[src/rtl/wrfs_pkg.sv]
package wrfs_pkg;

  typedef enum logic [1:0] {
    BW_DECQ  = 2'd0,
    BW_RDATA = 2'd1,
    BW_RERR  = 2'd2
  } bw_kind_e;

  // true when node falls in the remote window range [lo, lo+n-1]
  function automatic logic in_window(input logic [3:0] node,
                                     input int unsigned lo,
                                     input int unsigned n);
    return (int'(node) >= int'(lo)) && (int'(node) < int'(lo + n));
  endfunction

endpackage

[src/rtl/wrfs_fifo.sv]
module wrfs_fifo #(
  parameter int W     = 8,
  parameter int DEPTH = 4
) (
  input  logic         clk,
  input  logic         rst_n,
  input  logic         push,
  input  logic [W-1:0] din,
  input  logic         pop,
  output logic [W-1:0] head,
  output logic         empty,
  output logic         full
);
  localparam int PW = (DEPTH > 1) ? $clog2(DEPTH) : 1;
  localparam int CNTW = PW + 1;

  logic [W-1:0]    mem [DEPTH];
  logic [PW-1:0]   wp, rp;
  logic [CNTW-1:0] cnt;

  function automatic logic [PW-1:0] ptr_inc(input logic [PW-1:0] p);
    return (int'(p) == DEPTH - 1) ? '0 : p + 1'b1;
  endfunction

  assign empty = (cnt == '0);
  assign full  = (int'(cnt) == DEPTH);
  assign head  = mem[rp];

  always_ff @(posedge clk) begin
    if (!rst_n) begin
      wp  <= '0;
      rp  <= '0;
      cnt <= '0;
    end else begin
      if (push) wp <= ptr_inc(wp);
      if (pop)  rp <= ptr_inc(rp);
      cnt <= cnt + CNTW'(push) - CNTW'(pop);
    end
  end

  always_ff @(posedge clk) begin
    if (push) mem[wp] <= din;
  end
endmodule

[src/rtl/wrfs_credits.sv]
module wrfs_credits #(
  parameter int NODES = 5,
  parameter int CW    = 3,
  parameter int INIT  = 4
) (
  input  logic                clk,
  input  logic                rst_n,
  input  logic                dec_valid,
  input  logic [3:0]          dec_idx,
  input  logic                inc_valid,
  input  logic [3:0]          inc_idx,
  output logic [NODES*CW-1:0] counts,
  output logic                underflow
);
  localparam logic [CW-1:0] CMAX = '1;

  // {underflow, next count}
  function automatic logic [CW:0] cred_step(input logic [CW-1:0] cur,
                                            input logic dec, input logic inc);
    if (dec && !inc)
      return (cur == '0) ? {1'b1, cur} : {1'b0, cur - 1'b1};
    else if (inc && !dec)
      return (cur == CMAX) ? {1'b0, cur} : {1'b0, cur + 1'b1};
    else
      return {1'b0, cur};
  endfunction

  logic [NODES-1:0] uf_vec;
  logic             uf_q;

  for (genvar i = 0; i < NODES; i++) begin : g_node
    logic [CW-1:0] cnt_q;
    logic [CW:0]   step;
    assign step = cred_step(cnt_q,
                            dec_valid && (int'(dec_idx) == i),
                            inc_valid && (int'(inc_idx) == i));
    assign uf_vec[i] = step[CW];
    assign counts[i*CW +: CW] = cnt_q;
    always_ff @(posedge clk) begin
      if (!rst_n) cnt_q <= CW'(INIT);
      else        cnt_q <= step[CW-1:0];
    end
  end

  always_ff @(posedge clk) begin
    if (!rst_n) uf_q <= 1'b0;
    else        uf_q <= uf_q | (|uf_vec);
  end
  assign underflow = uf_q;
endmodule

[src/rtl/wrfs_seq.sv]
module wrfs_seq
  import wrfs_pkg::*;
#(
  parameter int AW        = 32,
  parameter int DW        = 32,
  parameter int DEPTH     = 4,
  parameter int CW        = 3,
  parameter int CRED_INIT = 4,
  parameter int NODE_LO   = 4,
  parameter int NODES     = 5
) (
  input  logic                clk,
  input  logic                rst_n,
  input  logic                rd_valid,
  input  logic [3:0]          rd_node,
  input  logic                rd_dense,
  input  logic [3:0]          rd_vid,
  input  logic [AW-1:0]       rd_addr,
  output logic                rsp_valid,
  output logic                rsp_retry,
  output logic [DW-1:0]       rsp_data,
  output logic                dn_valid,
  input  logic                dn_ready,
  output logic                dn_dense,
  output logic [3:0]          dn_node,
  output logic [AW-1:0]       dn_addr,
  input  logic                up_valid,
  output logic                up_ready,
  input  logic                up_err,
  input  logic [3:0]          up_node,
  input  logic [DW-1:0]       up_data,
  input  logic                cr_rel_valid,
  input  logic                cr_rel_up,
  input  logic [3:0]          cr_rel_node,
  output logic                bw_valid,
  output logic [1:0]          bw_kind,
  output logic [3:0]          bw_bank,
  output logic [DW-1:0]       bw_data,
  output logic [NODES*CW-1:0] dn_credits,
  output logic [NODES*CW-1:0] up_credits,
  output logic                cred_underflow
);
  localparam int PKT_W = 1 + 4 + AW;
  localparam logic [3:0] LO4 = 4'(NODE_LO);

  // named internal events
  logic rd_hit, rd_accept, rd_reject, dn_fire, ret_fire;
  logic vid_empty, vid_full, pkt_empty, pkt_full;
  logic [PKT_W-1:0] pkt_head;
  logic [3:0]       vid_head;

  assign rd_hit    = rd_valid && in_window(rd_node, NODE_LO, NODES);
  assign rd_accept = rd_hit && !vid_full;
  assign rd_reject = rd_hit && vid_full;

  assign dn_valid = !pkt_empty;
  assign dn_fire  = dn_valid && dn_ready;
  assign up_ready = !vid_empty && !dn_fire;
  assign ret_fire = up_valid && up_ready;

  assign {dn_dense, dn_node, dn_addr} = pkt_head;

  wrfs_fifo #(.W(PKT_W), .DEPTH(DEPTH)) u_pkt_q (
    .clk(clk), .rst_n(rst_n),
    .push(rd_accept), .din({rd_dense, rd_node, rd_addr}),
    .pop(dn_fire), .head(pkt_head), .empty(pkt_empty), .full(pkt_full)
  );

  wrfs_fifo #(.W(4), .DEPTH(DEPTH)) u_vid_q (
    .clk(clk), .rst_n(rst_n),
    .push(rd_accept), .din(rd_vid),
    .pop(ret_fire), .head(vid_head), .empty(vid_empty), .full(vid_full)
  );

  // immediate split response
  assign rsp_data = '0;
  always_ff @(posedge clk) begin
    if (!rst_n) begin
      rsp_valid <= 1'b0;
      rsp_retry <= 1'b0;
    end else begin
      rsp_valid <= rd_accept;
      rsp_retry <= rd_reject;
    end
  end

  // broadcast write generation, departure first
  bw_kind_e bw_kind_q;
  always_ff @(posedge clk) begin
    if (!rst_n) begin
      bw_valid  <= 1'b0;
      bw_kind_q <= BW_DECQ;
      bw_bank   <= '0;
      bw_data   <= '0;
    end else begin
      bw_valid <= dn_fire || ret_fire;
      if (dn_fire) begin
        bw_kind_q <= BW_DECQ;
        bw_bank   <= dn_node;
        bw_data   <= '0;
      end else if (ret_fire) begin
        bw_kind_q <= up_err ? BW_RERR : BW_RDATA;
        bw_bank   <= vid_head;
        bw_data   <= up_err ? '0 : up_data;
      end
    end
  end
  assign bw_kind = bw_kind_q;

  // credit tracking
  logic uf_dn, uf_up;

  wrfs_credits #(.NODES(NODES), .CW(CW), .INIT(CRED_INIT)) u_dn_cred (
    .clk(clk), .rst_n(rst_n),
    .dec_valid(dn_fire), .dec_idx(dn_node - LO4),
    .inc_valid(cr_rel_valid && !cr_rel_up), .inc_idx(cr_rel_node - LO4),
    .counts(dn_credits), .underflow(uf_dn)
  );

  wrfs_credits #(.NODES(NODES), .CW(CW), .INIT(CRED_INIT)) u_up_cred (
    .clk(clk), .rst_n(rst_n),
    .dec_valid(ret_fire), .dec_idx(up_node - LO4),
    .inc_valid(cr_rel_valid && cr_rel_up), .inc_idx(cr_rel_node - LO4),
    .counts(up_credits), .underflow(uf_up)
  );

  assign cred_underflow = uf_dn | uf_up;
endmodule

[config.mk]
export PLATFORM = sky130hd
export DESIGN_NAME = wrfs_seq
export DESIGN_NICKNAME = d
export VERILOG_FILES = /design/src/rtl/wrfs_pkg.sv /design/src/rtl/wrfs_fifo.sv /design/src/rtl/wrfs_credits.sv /design/src/rtl/wrfs_seq.sv
export SDC_FILE = /design/constraint.sdc
export NUM_CORES = 1
export LEC_CHECK = 0
export BUFFER_PORTS_ARGS = -buffer_cell sky130_fd_sc_hd__clkbuf_2
export CORE_UTILIZATION = 50
export CTS_BUF_LIST = sky130_fd_sc_hd__clkbuf_16
export CTS_CLUSTER_SIZE = 40
export DETAILED_ROUTE_END_ITERATION = 10
export GPL_TIMING_DRIVEN = 0
export HOLD_SLACK_MARGIN = 0.02
export PLACE_DENSITY = 0.78
export SYNTH_ARGS = -nofsm -noshare
export SYNTH_HDL_FRONTEND = slang
export SYNTH_SLANG_ARGS = --single-unit
[constraint.sdc]
create_clock -name clk -period 3.9 [get_ports clk]
set_clock_uncertainty 0.05 [all_clocks]
set_input_delay 0.78 -clock clk [delete_from_list [all_inputs] [get_ports clk]]
set_output_delay 0.78 -clock clk [all_outputs]
set_load 0.1 [all_outputs]
==> impl_metrics.yaml <==
run_status:
  status: "finished clean"
setup_path:
  r2r_start: "u_pkt_q.cnt[1]$_SDFF_PN0_"
  critPathCaptureType: "output pin"
  path_delay_family: "buffers and inverters"
  slowest_stage: "buf_1"
  required_ps: 3070
  max_stage_delay_ps: 700
  cp-start-kind: "flip-flop"
  path_buf_inv: 3
  cp_cell_sequence: "buf_6, buf_1, mux4_2, clkbuf_2"
  r2r_end: "u_vid_q.cnt[1]$_SDFF_PN0_"
  crit_type: "flip-flop to output pin"
  cp_max_fo: 10
  reg2regPathDepth: 10
  arrival_ps: 2740
  r2r_slack_ps: 490
sta:
  worst_pin_slew_ps: 900
  max_slew_margin_pct: 40.0
  setup_violations: 0
  fin_crit_sh_pct: 91.5
  rsz0062_at_grt: "no"
  period_needed_ps: 3570
  slew_viol_final: 0
  max_freq_mhz: 280
  hold_viol: 0
placed_design:
  gp_congestion: 0.874
  portBuffers: 195
  dp_cells: 1391
  hpwl_mm: 17.2
route:
  drt_iter0_drc: 381
  finalWirelength_mm: 24.8
  avgViaCountPerCell: 5.39
  num_vias: 7774
  ant_nets: 0
  wl_per_cell_um: 17.2
  drtPass1Iterations: 4
  drc_errors: 0
synth:
  ys_seq_area_share_pct: 58.4
  ys.flop_type: "edfxtp_1"
  async_flop_share_pct: 0
  syn_area_per_cell_um2: 13.2
  synth_cell_type_count: 72
  synth_area_mm2: 0.0116
  synth_seq_cells: 255
  synth_edf_count: 164
  syn_inst: 876
  yosys_warnings: 0
finish:
  multiInputGateArea_mm2: 0.00431
  final_nets: 1290
  seqCellArea_mm2: 0.00675
  final_cells: 1442
  final_layout_size_suffix_gt1_share_pct: 29.0
  area_growth_pct: 20.3
  nFillCells: 1806
worst_hold_path:
  hold_depth: 1
  holdPathEnd: "u_vid_q.mem[0][3]$_DFFE_PP_"
  hold_start: "rd_vid[3]"
  hold_path.class: "input pin to flip-flop"
clock_tree:
  worstSkewPairLatency_ps: 530
  cts.repair.resized: 0
  h-tree-depth: 1
  post_cts_buffers: 0
  tritoncts.num_buffers: 27
  clock-sinks: 255
  clockBufferDepth: 3
  hold_buffers: 0
  clkTransAtPathRegs_ps: 60
  clockRootBuffer: "clkbuf_16"
  cts_tree: "built"
global_route:
  grt_pass1_vias: 7394
  grt_max_degree: 30
  antenna_found_initial: 1
  grt_overflow_total: 0
  grt_use_total_pct: 20.7
  grt_pass1_wl_mm: 38.5
floorplanning:
  die_w_um: 154
  rows: 55
  fp.dieH_um: 154
  fp.dieArea_mm2: 0.0237
  start_util_pct: 51.0
  core_area_mm2: 0.0226
  ios: 232
job:
  cap_violations: 0
pwr:
  power.leakage_nw: 5.56
  ir_drop_mv: 0.488
  power.density_mw_per_mm2: 606
  finalPower_w: 0.00843
==> flip-flops by register name (all words and copies together), names as in the netlist, 3 cells and up, named ones only <==
| name | cells |
|---|---|
| u_vid_q.mem | 16 |
| u_up_cred.g_node.cnt_q | 15 |
| u_pkt_q.cnt | 3 |
| u_vid_q.cnt | 3 |
| bw_bank | 4 |
| u_pkt_q.mem | 148 |
| u_dn_cred.g_node.cnt_q | 15 |
| bw_data | 32 |
==> Yosys cell counts, types with 13 or more instances <==
master,n,area [µm²]
nor3b_1,37,278
mux4_2,41,923
nor2_1,61,229
ha_1,64,801
inv_1,57,214
and2_1,13,81.3
nand3_1,18,90.1
dfxtp_1,91,1820
mux2i_1,15,150
a21oi_1,56,280
nor3_1,23,115
edfxtp_1,164,4920
buf_4,32,240
nand2_1,28,105
clkbuf_1,24,90.1
==> worst reg2reg max path, cell delays in order, from the launching register on <==
cell	delay [ps]
dfxtp_1	360
o31ai_2	750
buf_2	350
nand2_1	220
clkbuf_1	320
inv_1	200
ha_1	250
inv_1	60
ha_1	170
fa_1	420
and2_1	160
==> metal layers <==
metal	vias to the layer above	GRT usage, %	wire length [µm]
met5	-	0	0
met4	0	7.05	623
met3	41	3.47	1400
met2	231	36.6	12700
met1	3762	25.6	10100
li1	3740	-	-
==> through the flow <==
step / setup TNS, ps / cell area [µm²] / worst slack, ps / utilization (%) / hold WS [ps]
6_report: 0 / 13900 / 332 / 61.4 / 416
4_1_cts: 0 / 13900 / 254 / 61.4 / 398
3_3_place_gp: -61310 / 13000 / -430 / 57.4 / 393
2_1_floorplan: 0 / 11700 / 703 / - / 404
3_5_place_dp: 0 / 13100 / 356 / 57.9 / 414
5_1_grt: 0 / 13900 / 124 / 61.4 / 410
==> where the power goes <==
group	total, W	leakage [nW]	internal, W	switching, W
sequential	0.00314	2.22	0.00303	0.000107
combinational	0.00297	2.91	0.000646	0.00233
clock	0.00232	0.426	0.00132	0.00100
==> final cells by class <==
cell class                 count  share of cell area, %
clock inverter                22                  0.900
multi-input combinational    523                   31.0
tap                          285                   2.56
clock buffer                  27                   4.86
buffer                        70                   2.84
inverter                      59                   1.59
timing repair buffer         199                   7.65
sequential                   255                   48.5
antenna                        2                 0.0360
==> worst max path at each step <==
| stage | start | to | slack, ps | cells after the start |
|---|---|---|---|---|
| 3_3_place_gp | rd_node[2] | u_pkt_q.mem[0][14]$_DFFE_PP_ | -430 | 6 |
| 4_1_cts | flip-flop | dn_addr[14] | 250 | 4 |
| 3_5_place_dp | rd_node[2] | u_pkt_q.mem[3][17]$_DFFE_PP_ | 360 | 7 |
| 6_report | flip-flop | dn_addr[1] | 330 | 4 |
| 2_1_floorplan | rd_node[2] | u_pkt_q.mem[3][0]$_DFFE_PP_ | 700 | 5 |
| 5_1_grt | flip-flop | dn_addr[1] | 120 | 4 |
==> kinds of logic (layout without fill, tap and decap cells) <==
kind of cell | Yosys count | in the layout | share of synthesized area [%]
mux | 61 | 61 | 9.78
other cells | 1 | 34 | 0.0325
buf+inv | 129 | 377 | 5.34
fa+ha+maj | 66 | 66 | 7.28
xor+xnor | 7 | 7 | 0.531
simple gates | 228 | 228 | 11.1
compound gates | 129 | 129 | 7.57
flops | 255 | 255 | 58.4
==> cells in the final DEF (no fill, tap or decap), types with 7 or more instances in the layout <==
cell type	count
nor2_1	61
ha_1	64
nor3_1	23
conb_1	32
clkbuf_1	24
edfxtp_1	164
nor3b_1	37
mux2i_1	15
o21ai_0	11
clkinv_1	7
nand3_1	18
and2_1	9
dfxtp_1	91
a21oi_1	56
mux4_2	41
inv_1	64
nand2_1	28
buf_1	9
buf_4	32
clkbuf_2	196
clkbuf_16	27
Note: power is estimated with default switching activity, not from simulation.
